File: src/rtl/drive_seek_pkg.sv
package drive_seek_pkg;
  localparam int FUNC_W  = 3;
  localparam int FCODE_W = 4;
  localparam int MIN_WAIT = 2;

  localparam logic [FUNC_W-1:0] FN_IDLE  = 3'd0;
  localparam logic [FUNC_W-1:0] FN_RECAL = 3'd3;
  localparam logic [FUNC_W-1:0] FN_SEEK  = 3'd4;
  localparam logic [FCODE_W-1:0] FC_PHASE2 = 4'd12;

  typedef enum logic [1:0] {PH_REST, PH_FIRST, PH_SECOND} phase_t;
endpackage

File: src/rtl/seek_dist.sv
module seek_dist #(
  parameter int CYL_W   = 8,
  parameter int DELAY_W = 8,
  parameter int TIMER_W = CYL_W + DELAY_W
) (
  input  logic [CYL_W-1:0]   from_cyl,
  input  logic [CYL_W-1:0]   to_cyl,
  input  logic [DELAY_W-1:0] per_cyl,
  output logic [TIMER_W-1:0] wait_cycles
);
  logic [CYL_W-1:0]   span;
  logic [TIMER_W-1:0] prod;

  always_comb begin
    span = (to_cyl >= from_cyl) ? (to_cyl - from_cyl) : (from_cyl - to_cyl);
    prod = TIMER_W'(span) * TIMER_W'(per_cyl);
    wait_cycles = (prod < TIMER_W'(drive_seek_pkg::MIN_WAIT)) ?
                  TIMER_W'(drive_seek_pkg::MIN_WAIT) : prod;
  end
endmodule

File: src/rtl/seek_unit.sv
module seek_unit
  import drive_seek_pkg::*;
#(
  parameter int CYL_W   = 8,
  parameter int DELAY_W = 8,
  parameter int TIMER_W = CYL_W + DELAY_W
) (
  input  logic               clk,
  input  logic               rst,
  input  logic               launch,
  input  logic [FUNC_W-1:0]  func,
  input  logic [CYL_W-1:0]   target,
  input  logic [DELAY_W-1:0] per_cyl,
  output logic               active,
  output logic               in_first,
  output logic               seeking,
  output logic               first_end,
  output logic               move_end,
  output logic [CYL_W-1:0]   cyl
);
  phase_t              phase_q;
  logic [TIMER_W-1:0]  cnt_q;
  logic [FCODE_W-1:0]  fcode_q;
  logic [CYL_W-1:0]    tgt_q;
  logic [CYL_W-1:0]    cyl_q;
  logic [TIMER_W-1:0]  move_wait;
  logic                expire;

  seek_dist #(.CYL_W(CYL_W), .DELAY_W(DELAY_W), .TIMER_W(TIMER_W)) u_dist (
    .from_cyl   (cyl_q),
    .to_cyl     (tgt_q),
    .per_cyl    (per_cyl),
    .wait_cycles(move_wait)
  );

  assign active    = (phase_q != PH_REST);
  assign in_first  = (phase_q == PH_FIRST);
  assign expire    = active && (cnt_q == TIMER_W'(1));
  assign first_end = expire && (phase_q == PH_FIRST);
  assign move_end  = expire && (phase_q == PH_SECOND);
  assign cyl       = cyl_q;
  assign seeking   = active && ((fcode_q == {1'b0, FN_SEEK}) ||
                                (fcode_q == {1'b0, FN_RECAL}) ||
                                (fcode_q == FC_PHASE2));

  always_ff @(posedge clk) begin
    if (rst) begin
      phase_q <= PH_REST;
      cnt_q   <= '0;
      fcode_q <= '0;
      tgt_q   <= '0;
      cyl_q   <= '0;
    end else if (launch) begin
      phase_q <= PH_FIRST;
      cnt_q   <= TIMER_W'(MIN_WAIT);
      fcode_q <= {1'b0, func};
      tgt_q   <= (func == FN_RECAL) ? '0 : target;
    end else if (first_end) begin
      if (fcode_q == {1'b0, FN_IDLE}) begin
        phase_q <= PH_REST;
        cnt_q   <= '0;
      end else begin
        phase_q <= PH_SECOND;
        cnt_q   <= move_wait;
        cyl_q   <= tgt_q;
        fcode_q <= FC_PHASE2;
      end
    end else if (move_end) begin
      phase_q <= PH_REST;
      cnt_q   <= '0;
    end else if (active) begin
      cnt_q <= cnt_q - TIMER_W'(1);
    end
  end

  // the controller never relaunches a unit that still runs a timer
  p_no_relaunch_r7: assert property (@(posedge clk) disable iff (rst)
    launch |-> !active);
  // an active unit always has time left on its timer
  p_timer_live_r4: assert property (@(posedge clk) disable iff (rst)
    active |-> (cnt_q != '0));
  // the cylinder moves only while the unit is active
  p_cyl_hold_r3: assert property (@(posedge clk) disable iff (rst)
    !active |=> $stable(cyl_q));
endmodule

File: src/rtl/drive_seek_seq.sv
module drive_seek_seq
  import drive_seek_pkg::*;
#(
  parameter int NUM_UNITS = 8,
  parameter int CYL_W     = 8,
  parameter int NUM_CYL   = 203,
  parameter int DELAY_W   = 8,
  parameter int UNIT_W    = (NUM_UNITS > 1) ? $clog2(NUM_UNITS) : 1
) (
  input  logic                       clk,
  input  logic                       rst,
  input  logic                       start,
  input  logic [UNIT_W-1:0]          start_unit,
  input  logic [FUNC_W-1:0]          start_func,
  input  logic [CYL_W-1:0]           start_cyl,
  input  logic [DELAY_W-1:0]         seek_delay,
  output logic                       ctrl_busy,
  output logic [NUM_UNITS-1:0]       unit_active,
  output logic [NUM_UNITS-1:0]       unit_seeking,
  output logic [NUM_UNITS-1:0]       unit_seek_inc,
  output logic [NUM_UNITS-1:0]       unit_attn,
  output logic [NUM_UNITS*CYL_W-1:0] unit_cyl
);
  localparam int TIMER_W = CYL_W + DELAY_W;

  logic                 busy_q;
  logic                 func_ok;
  logic                 accept;
  logic [NUM_UNITS-1:0] launch;
  logic [NUM_UNITS-1:0] first_end;
  logic [NUM_UNITS-1:0] move_end;
  logic [NUM_UNITS-1:0] in_first;
  logic [NUM_UNITS-1:0] attn_q;

  assign func_ok = (start_func == FN_IDLE) || (start_func == FN_SEEK) ||
                   (start_func == FN_RECAL);
  assign accept  = start && !busy_q && func_ok &&
                   (32'(start_unit) < NUM_UNITS) && !unit_active[start_unit];

  always_ff @(posedge clk) begin
    if (rst)               busy_q <= 1'b0;
    else if (accept)       busy_q <= 1'b1;
    else if (|first_end)   busy_q <= 1'b0;
  end

  assign ctrl_busy = busy_q;
  assign unit_attn = attn_q;

  for (genvar i = 0; i < NUM_UNITS; i++) begin : g_unit
    logic [CYL_W-1:0] cyl_i;

    assign launch[i] = accept && (32'(start_unit) == i);

    seek_unit #(.CYL_W(CYL_W), .DELAY_W(DELAY_W), .TIMER_W(TIMER_W)) u_unit (
      .clk      (clk),
      .rst      (rst),
      .launch   (launch[i]),
      .func     (start_func),
      .target   (start_cyl),
      .per_cyl  (seek_delay),
      .active   (unit_active[i]),
      .in_first (in_first[i]),
      .seeking  (unit_seeking[i]),
      .first_end(first_end[i]),
      .move_end (move_end[i]),
      .cyl      (cyl_i)
    );

    assign unit_cyl[i*CYL_W +: CYL_W] = cyl_i;
    assign unit_seek_inc[i] = !unit_active[i] && (32'(cyl_i) >= NUM_CYL);

    always_ff @(posedge clk) begin
      if (rst)              attn_q[i] <= 1'b0;
      else if (launch[i])   attn_q[i] <= 1'b0;
      else if (move_end[i]) attn_q[i] <= 1'b1;
    end

    // attention rises only as a running move finishes
    p_attn_on_finish_r4: assert property (@(posedge clk) disable iff (rst)
      $rose(attn_q[i]) |-> ($past(unit_active[i]) && !unit_active[i]));
    // no seek-incomplete report while the unit moves
    p_inc_at_rest_r10: assert property (@(posedge clk) disable iff (rst)
      unit_active[i] |-> !unit_seek_inc[i]);
  end

  // busy marks exactly one unit in its first phase
  p_busy_one_first_r2: assert property (@(posedge clk) disable iff (rst)
    busy_q |-> ($countones(in_first) == 1));
  // a first phase never runs with the controller released
  p_first_needs_busy_r1: assert property (@(posedge clk) disable iff (rst)
    (|in_first) |-> busy_q);
endmodule

File: config.mk
export PLATFORM = sky130hd
export DESIGN_NAME = drive_seek_seq
export DESIGN_NICKNAME = d
export VERILOG_FILES = /design/src/rtl/drive_seek_pkg.sv /design/src/rtl/seek_dist.sv /design/src/rtl/seek_unit.sv /design/src/rtl/drive_seek_seq.sv
export SDC_FILE = /design/constraint.sdc
export NUM_CORES = 2
export LEC_CHECK = 0
export BUFFER_PORTS_ARGS = -buffer_cell sky130_fd_sc_hd__buf_2
export CAP_MARGIN = 20
export CELL_PAD_IN_SITES_DETAIL_PLACEMENT = 1
export CELL_PAD_IN_SITES_GLOBAL_PLACEMENT = 1
export CORE_ASPECT_RATIO = 1.4
export CORE_MARGIN = 5
export CORE_UTILIZATION = 49
export CTS_CLUSTER_DIAMETER = 60
export DETAILED_ROUTE_END_ITERATION = 10
export GPL_TIMING_DRIVEN = 0
export PLACE_DENSITY_LB_ADDON = 0.05
export SETUP_SLACK_MARGIN = 0.1
export SLEW_MARGIN = 20
export SYNTH_ARGS = -nofsm -noshare
export SYNTH_HDL_FRONTEND = slang
export SYNTH_SLANG_ARGS = --single-unit
File: constraint.sdc
create_clock -name clk -period 9.5 [get_ports clk]
set_input_delay 0.95 -clock clk [delete_from_list [all_inputs] [get_ports clk]]
set_output_delay 0.95 -clock clk [all_outputs]
set_load 0.01 [all_outputs]
Word level (Yosys, flattened, before mapping). Cells that the tools add are included. W data, S select, Z words.

Flip-flop bits (word level): 313. Bits of input ports: 25. Output and inout bits: 97. Word-level logic and storage cells: 499.

$add $sub $neg: 24. Multiply operators: 8. Order comparisons: 25. Eq/ne operators: 65. Multiplexer cells: 117. Bitwise gates (word level): 16. Reductions and logical operators: 171.

Operator list (count): $mux W16 (40); $eq A16 B1 Y1 const B (8); $lt A16 B2 Y1 const B (8); $mul A8 B8 Y16 (8); $sub A16 B1 Y16 const B (8); $sub A8 B8 Y8 (16); $mux W3 (24); $mux W8 (9); $ge A8 B8 Y1 (8); $ge A8 B8 Y1 const B (8); $mux W2 (32); $logic_and A1 B1 Y1 (51); $reduce_bool A2 Y1 (25); $reduce_bool A3 Y1 (16); $eq A4 B2 Y1 const B (8); $eq A4 B3 Y1 const B (8); $eq A4 B4 Y1 const B (8); $logic_not A4 Y1 (8); $reduce_and A2 Y1 (16); $reduce_bool A4 Y1 (8); $reduce_and A3 Y1 (8); $logic_or A1 B1 Y1 (18); $eq A2 B1 Y1 const B (8); $eq A2 B2 Y1 const B (8); other kinds (12) (67).

Logic depth before layout (Yosys ltp).
Depth after elaboration: 8. Gate-level depth with buffers: 32. Mapped depth without buffers: 29.

By module. Synthesis repeated with hierarchy kept, for this count alone.

Cells, all modules: 4688. Area, all modules: 39664.3 um^2.

Modules (own cells, without submodules): seek_unit (times used 8, cells an instance 212, area each 1853.0 um^2, sequential area each 760.7 um^2); seek_dist at g_unit[0].u_unit.u_dist ... (times used 2, cells an instance 332, area each 2860.2 um^2, sequential area each 0.0 um^2); seek_dist at g_unit[3].u_unit.u_dist (times used 1, cells an instance 415, area each 3280.6 um^2, sequential area each 0.0 um^2); seek_dist at g_unit[5].u_unit.u_dist (times used 1, cells an instance 406, area each 3251.9 um^2, sequential area each 0.0 um^2); seek_dist at g_unit[6].u_unit.u_dist (times used 1, cells an instance 374, area each 3113.0 um^2, sequential area each 0.0 um^2); seek_dist at g_unit[4].u_unit.u_dist (times used 1, cells an instance 364, area each 3021.6 um^2, sequential area each 0.0 um^2); seek_dist at g_unit[7].u_unit.u_dist (times used 1, cells an instance 356, area each 2916.5 um^2, sequential area each 0.0 um^2); seek_dist at g_unit[1].u_unit.u_dist (times used 1, cells an instance 327, area each 2786.4 um^2, sequential area each 0.0 um^2); drive_seek_seq (times used 1, cells an instance 86, area each 749.5 um^2, sequential area each 180.2 um^2).

Least setup slack after synthesis. OpenSTA, ideal clock, no wires.

Path type: register to register. Start: reg g_unit[7].u_unit.cyl_q[1]. End: reg g_unit[7].u_unit.cnt_q[0]. Library setup time: 139 ps. Arrival time: 7319 ps. Setup slack: 2042 ps. Stages on the path, launching flop included: 27. Buffers on the path: 2. Cells stage by stage: dfxtp_1 > inv_1 > fa_1 > a21o_1 > a211oi_1 > o21ai_0 > a21oi_2 > mux2i_1 > clkbuf_1 > clkbuf_1 > nand4_1 > o211ai_1 > fa_1 > fa_1 > fa_1 > inv_1 > fa_1 > inv_1 > ha_1 > a21o_1 > a31oi_2 > xnor2_1 > or4_1 > or4b_1 > nor4_1 > or4_1 > a221oi_1.

Cells in the longest elaborated chain, start to end: 7. Elaborated cells on any way between the ends: 9. Those cells by class: add/sub: 2; mul: 1; order compare: 2; mux: 4.

RTL lines: start: declaration (line seek_unit.sv:25) `logic [CYL_W-1:0] cyl_q;`; start signal: assignment (line seek_unit.sv:65) `cyl_q <= tgt_q;`; $sub A8 B8 Y8 or $ge A8 B8 Y1 (tied branches) (line seek_dist.sv:15) `span = (to_cyl >= from_cyl) ? (to_cyl - from_cyl) : (from_cyl - to_cyl);`; $mux W8 * (line seek_dist.sv:15); $mul A8 B8 Y16 * (line seek_dist.sv:16) `prod = TIMER_W'(span) * TIMER_W'(per_cyl);`; $lt A16 B2 Y1 (line seek_dist.sv:17) `wait_cycles = (prod < TIMER_W'(drive_seek_pkg::MIN_WAIT)) ?`; $mux W16 * (line seek_dist.sv:17); $mux W16 * (line seek_unit.sv:59) `if (fcode_q == {1'b0, FN_IDLE}) begin`; $mux W16 * (line seek_unit.sv:58) `end else if (first_end) begin`; end signal: assignment (line seek_unit.sv:55) `cnt_q <= TIMER_W'(MIN_WAIT);`; end signal: assignment (line seek_unit.sv:64) `cnt_q <= move_wait;`; end signal: assignment (line seek_unit.sv:72) `cnt_q <= cnt_q - TIMER_W'(1);`; end: declaration (line seek_unit.sv:22) `logic [TIMER_W-1:0] cnt_q;`.

Every way passes the cells marked *; elsewhere a longest branch is shown, timed or not. A chain may end at the register's enable or synchronous reset.

Worst setup path in the final report. Ends and elaborated chain as after synthesis.

==> results by group <==
Power and ir drop
  – Total power: between 0.003 and 0.004 W
  – Power per cell area: ~94 mW/mm^2
  – Leak pwr: a little under 20 nW
  – Worst vdd ir: 0.1565 mV

CTS
  – CTS tree: yes
  – Post-CTS Hold Fix Bufs: 0
  – Clk sink count: approximately 310
  – CTS H-tree lvls: 2
  – Clk buf depth: 3
  – Clock Root Buffer: clkbuf_16
  – Cts repair resizes: 0
  – Worst-Skew Late Latency: 0.61 ns
  – Post-CTS Setup Inserts: 0
  – CTS clk-pin slew, worst paths: about 0.060 ns
  – Total CTS buffers: 41

Placement
  – Hpwl dp: 114100 um
  – Port Buffers: 115
  – Final GP Congestion: between 0.9 and 1

Synth
  – Syn avg cell area: 7.911 sq um
  – Synth cell types: 96
  – Ys async rst share: 0
  – FF+latch count, synth: 313
  – Top cells by area, synth: dfxtp_1, fa_1, ha_1
  – Prevailing post-synth register cell: dfxtp_1
  – Area leader, netlist: dfxtp_1
  – Post-synth EDFFs: 0
  – Register area share after synthesis: 0.1635
  – Top-area cell type share of the netlist area: 0.1635
  – Mapped Cells: 4844
  – Synth warn: 0
  – Net Count, Synth: about 5600
  – Most instantiated cells after synthesis: nor2_1, inv_1, ha_1, a21oi_1, dfxtp_1
  – Mapped Area: 0.03832 sq mm
  – Most frequent cell after synthesis: nor2_1

STA
  – Pin slew with the least headroom to its limit: about 1.3 ns
  – Final Setup Violations: 0
  – Setup TNS: 0 ns
  – Hold Fails Final Rpt: 0
  – Fin crit period: between 8 and 9 ns
  – Crit share post-route: 0.9306
  – Hold WS: around 0.44 ns
  – RSZ-0062 raised after global routing: no
  – Fmax: roughly 0.11 GHz
  – Fin. max-slew vios: 0
  – Skew final: between 0.02 and 0.03 ns
  – Slew HR: 0.1544

Setup path
  – Critical Path Source Type: flip-flop
  – Flop2flop setup slack: 0.66 ns
  – Critical path origin: g_unit[7].u_unit.cyl[1]
  – Crit Path Category: reg -> reg
  – Worst endpoint required time: roughly 10 ns
  – Crit path arrival time: 9.29 ns
  – Crit path to: g_unit[7].u_unit.cnt_q[0]
  – RR Startpoint: g_unit[7].u_unit.cyl[1]
  – Reg2Reg Capture Point: g_unit[7].u_unit.cnt_q[0]
  – Path depth of the worst reg2reg path: 26
  – Worst-path maximum fanout: 10
  – CP Capture Type: flip-flop

Floorplan
  – Die Span X: 246.4 um
  – Row cnt: about 120
  – Core box area: 0.07767 sq mm
  – DIE HEIGHT: 340.9 um
  – Die footprint: roughly 0.084 sq mm
  – Ports: roughly 120
  – Initial core utilization: 0.4934

Cells and area
  – Final core occ: 0.5387
  – Layout cells sized above 1: 0.06565
  – Nets: ~5800
  – Filler cells: between 9000 and 10000
  – Layout area overhead: 9.171%

Global route
  – Antenna violations before repair: 14
  – GRT overflow: 0
  – Vias in the first global route: roughly 40000
  – Global-route wire length before repair: about 220000 um
  – Largest net degree at the start of global routing: 14
  – GRT Total Usage: 0.3409

Drt
  – WL per Instance: 23.90 um
  – Vias per cell: between 5 and 6
  – Initial DRC count: approximately 2200
  – Vias: around 37000
  – Final wirelength: 145800 um
  – Remaining antenna violation count: 0
  – DRT Pass-1 Iters: 7
  – Drt drc: 0

Min path
  – HP Start: unit_attn[2]
  – Hold Crit Class: reg -> reg

Run
  – Maxcap violations: 0

Outcome
  – Status: completed
flip-flops by register name (all words and copies together), names as in the netlist:
register,cells
g_unit.u_unit.cnt_q,128
g_unit.u_unit.cyl,64
g_unit.u_unit.tgt_q,64
g_unit.u_unit.fcode_q,32
g_unit.u_unit.phase_q,16
unit_attn,8
ctrl_busy,1
logic make-up after synthesis:
| logic type | count (synthesis) | synth area share |
|---|---|---|
| mux | 69 | 0.01933 |
| xor+xnor | 181 | 0.04137 |
| compound gates | 989 | 0.1655 |
| buf+inv | 776 | 0.07855 |
| simple gates | 1788 | 0.2345 |
| fa+ha+maj | 728 | 0.2972 |
| flops | 313 | 0.1635 |
worst min path at each step:
| stage | end | slack [ns] | cells after the start |
|---|---|---|---|
| after global placement | unit_attn[2] | 0.43 | 2 |
| after detailed placement | unit_attn[2] | 0.44 | 2 |
| final | unit_attn[2] | 0.44 | 2 |
| after floorplan | g_unit[0].u_unit.cnt_q[10] | 0.44 | 2 |
| after global routing | unit_attn[2] | 0.47 | 2 |
| after CTS | unit_attn[2] | 0.45 | 2 |
layout by cell type (no fill, tap or decap), types with 20 or more instances in the layout:
master       n
buf_2      132
nand2b_1    46
a21o_1      63
a221oi_1    25
ha_1       424
mux2i_1     46
nor3_1     146
nor2b_1    112
a31oi_1     30
nand4_1     38
clkbuf_16   43
xor2_1      70
dfxtp_1    313
xnor2_1    110
and3_1      27
o211ai_1    24
o221ai_1    22
clkbuf_1   189
a21oi_1    352
inv_1      536
nor4_1      56
nor2_1     574
o21bai_1    25
a211oi_1    79
or4_1       27
o21ai_0    194
nand2_1    286
or3_1       31
fa_1       304
mux2_2      20
and2_1     256
o21a_1      23
nand3_1     84
final cells by class:
type	count	area, sq um	share of cell area
clock buffers	57	1229	0.02937
repair buffers	123	715.7	0.01711
inverters	540	2027	0.04845
flip-flops and latches	313	6266	0.1498
diodes	13	32.53	0.0007776
multi-input cells	3755	29060	0.6947
plain buffers	236	996.0	0.02381
clock inverters	18	201.4	0.004815
well taps	1045	1308	0.03125
metal layers:
metal | share of wire | track usage | wire (um) | up-vias
li1 | - | - | - | 16820
met1 | 0.38 | 0.3876 | 56030 | 18300
met2 | 0.49 | 0.6064 | 71850 | 1063
met3 | 0.063 | 0.06572 | 9203 | 396
met4 | 0.060 | 0.1727 | 8700 | 4
met5 | 0.00021 | 0 | 30 | -
metrics by stage:
step	cell area (sq um)	setup WS, ns	std cells
finish	41840	0.6590	6100
global route	41810	0.2188	6087
CTS	41780	0.8040	6085
detailed placement	40350	0.8069	6010
global placement	40210	0.9644	6004
floorplan	38320	2.042	4844
critical path, cell delays in order (launching register included):
cell and delay (ns):
dfxtp_1 0.49, inv_1 0.14, fa_1 0.45, a21o_1 0.22, a211oi_1 0.31, o21ai_0 0.22
a21oi_2 0.31, mux2i_1 0.54, clkbuf_1 0.40, clkbuf_1 0.40, nand4_1 0.16, o211ai_1 0.36
fa_1 0.50, fa_1 0.50, fa_1 0.50, inv_1 0.05, fa_1 0.47, inv_1 0.04
ha_1 0.36, a21o_1 0.22, a31oi_2 0.27, xnor2_1 0.22, or4_1 0.55, or4b_1 0.47
nor4_1 0.27, or4_1 0.17, a221oi_1 0.07
report_power, final:
| part | internal (W) | switching [W] |
|---|---|---|
| Sequential | 0.00133 | 0.0000206 |
| Clock | 0.000992 | 0.000682 |
| Combinational | 0.000309 | 0.000591 |
No activity file was read; power rests on OpenSTA's default activity.
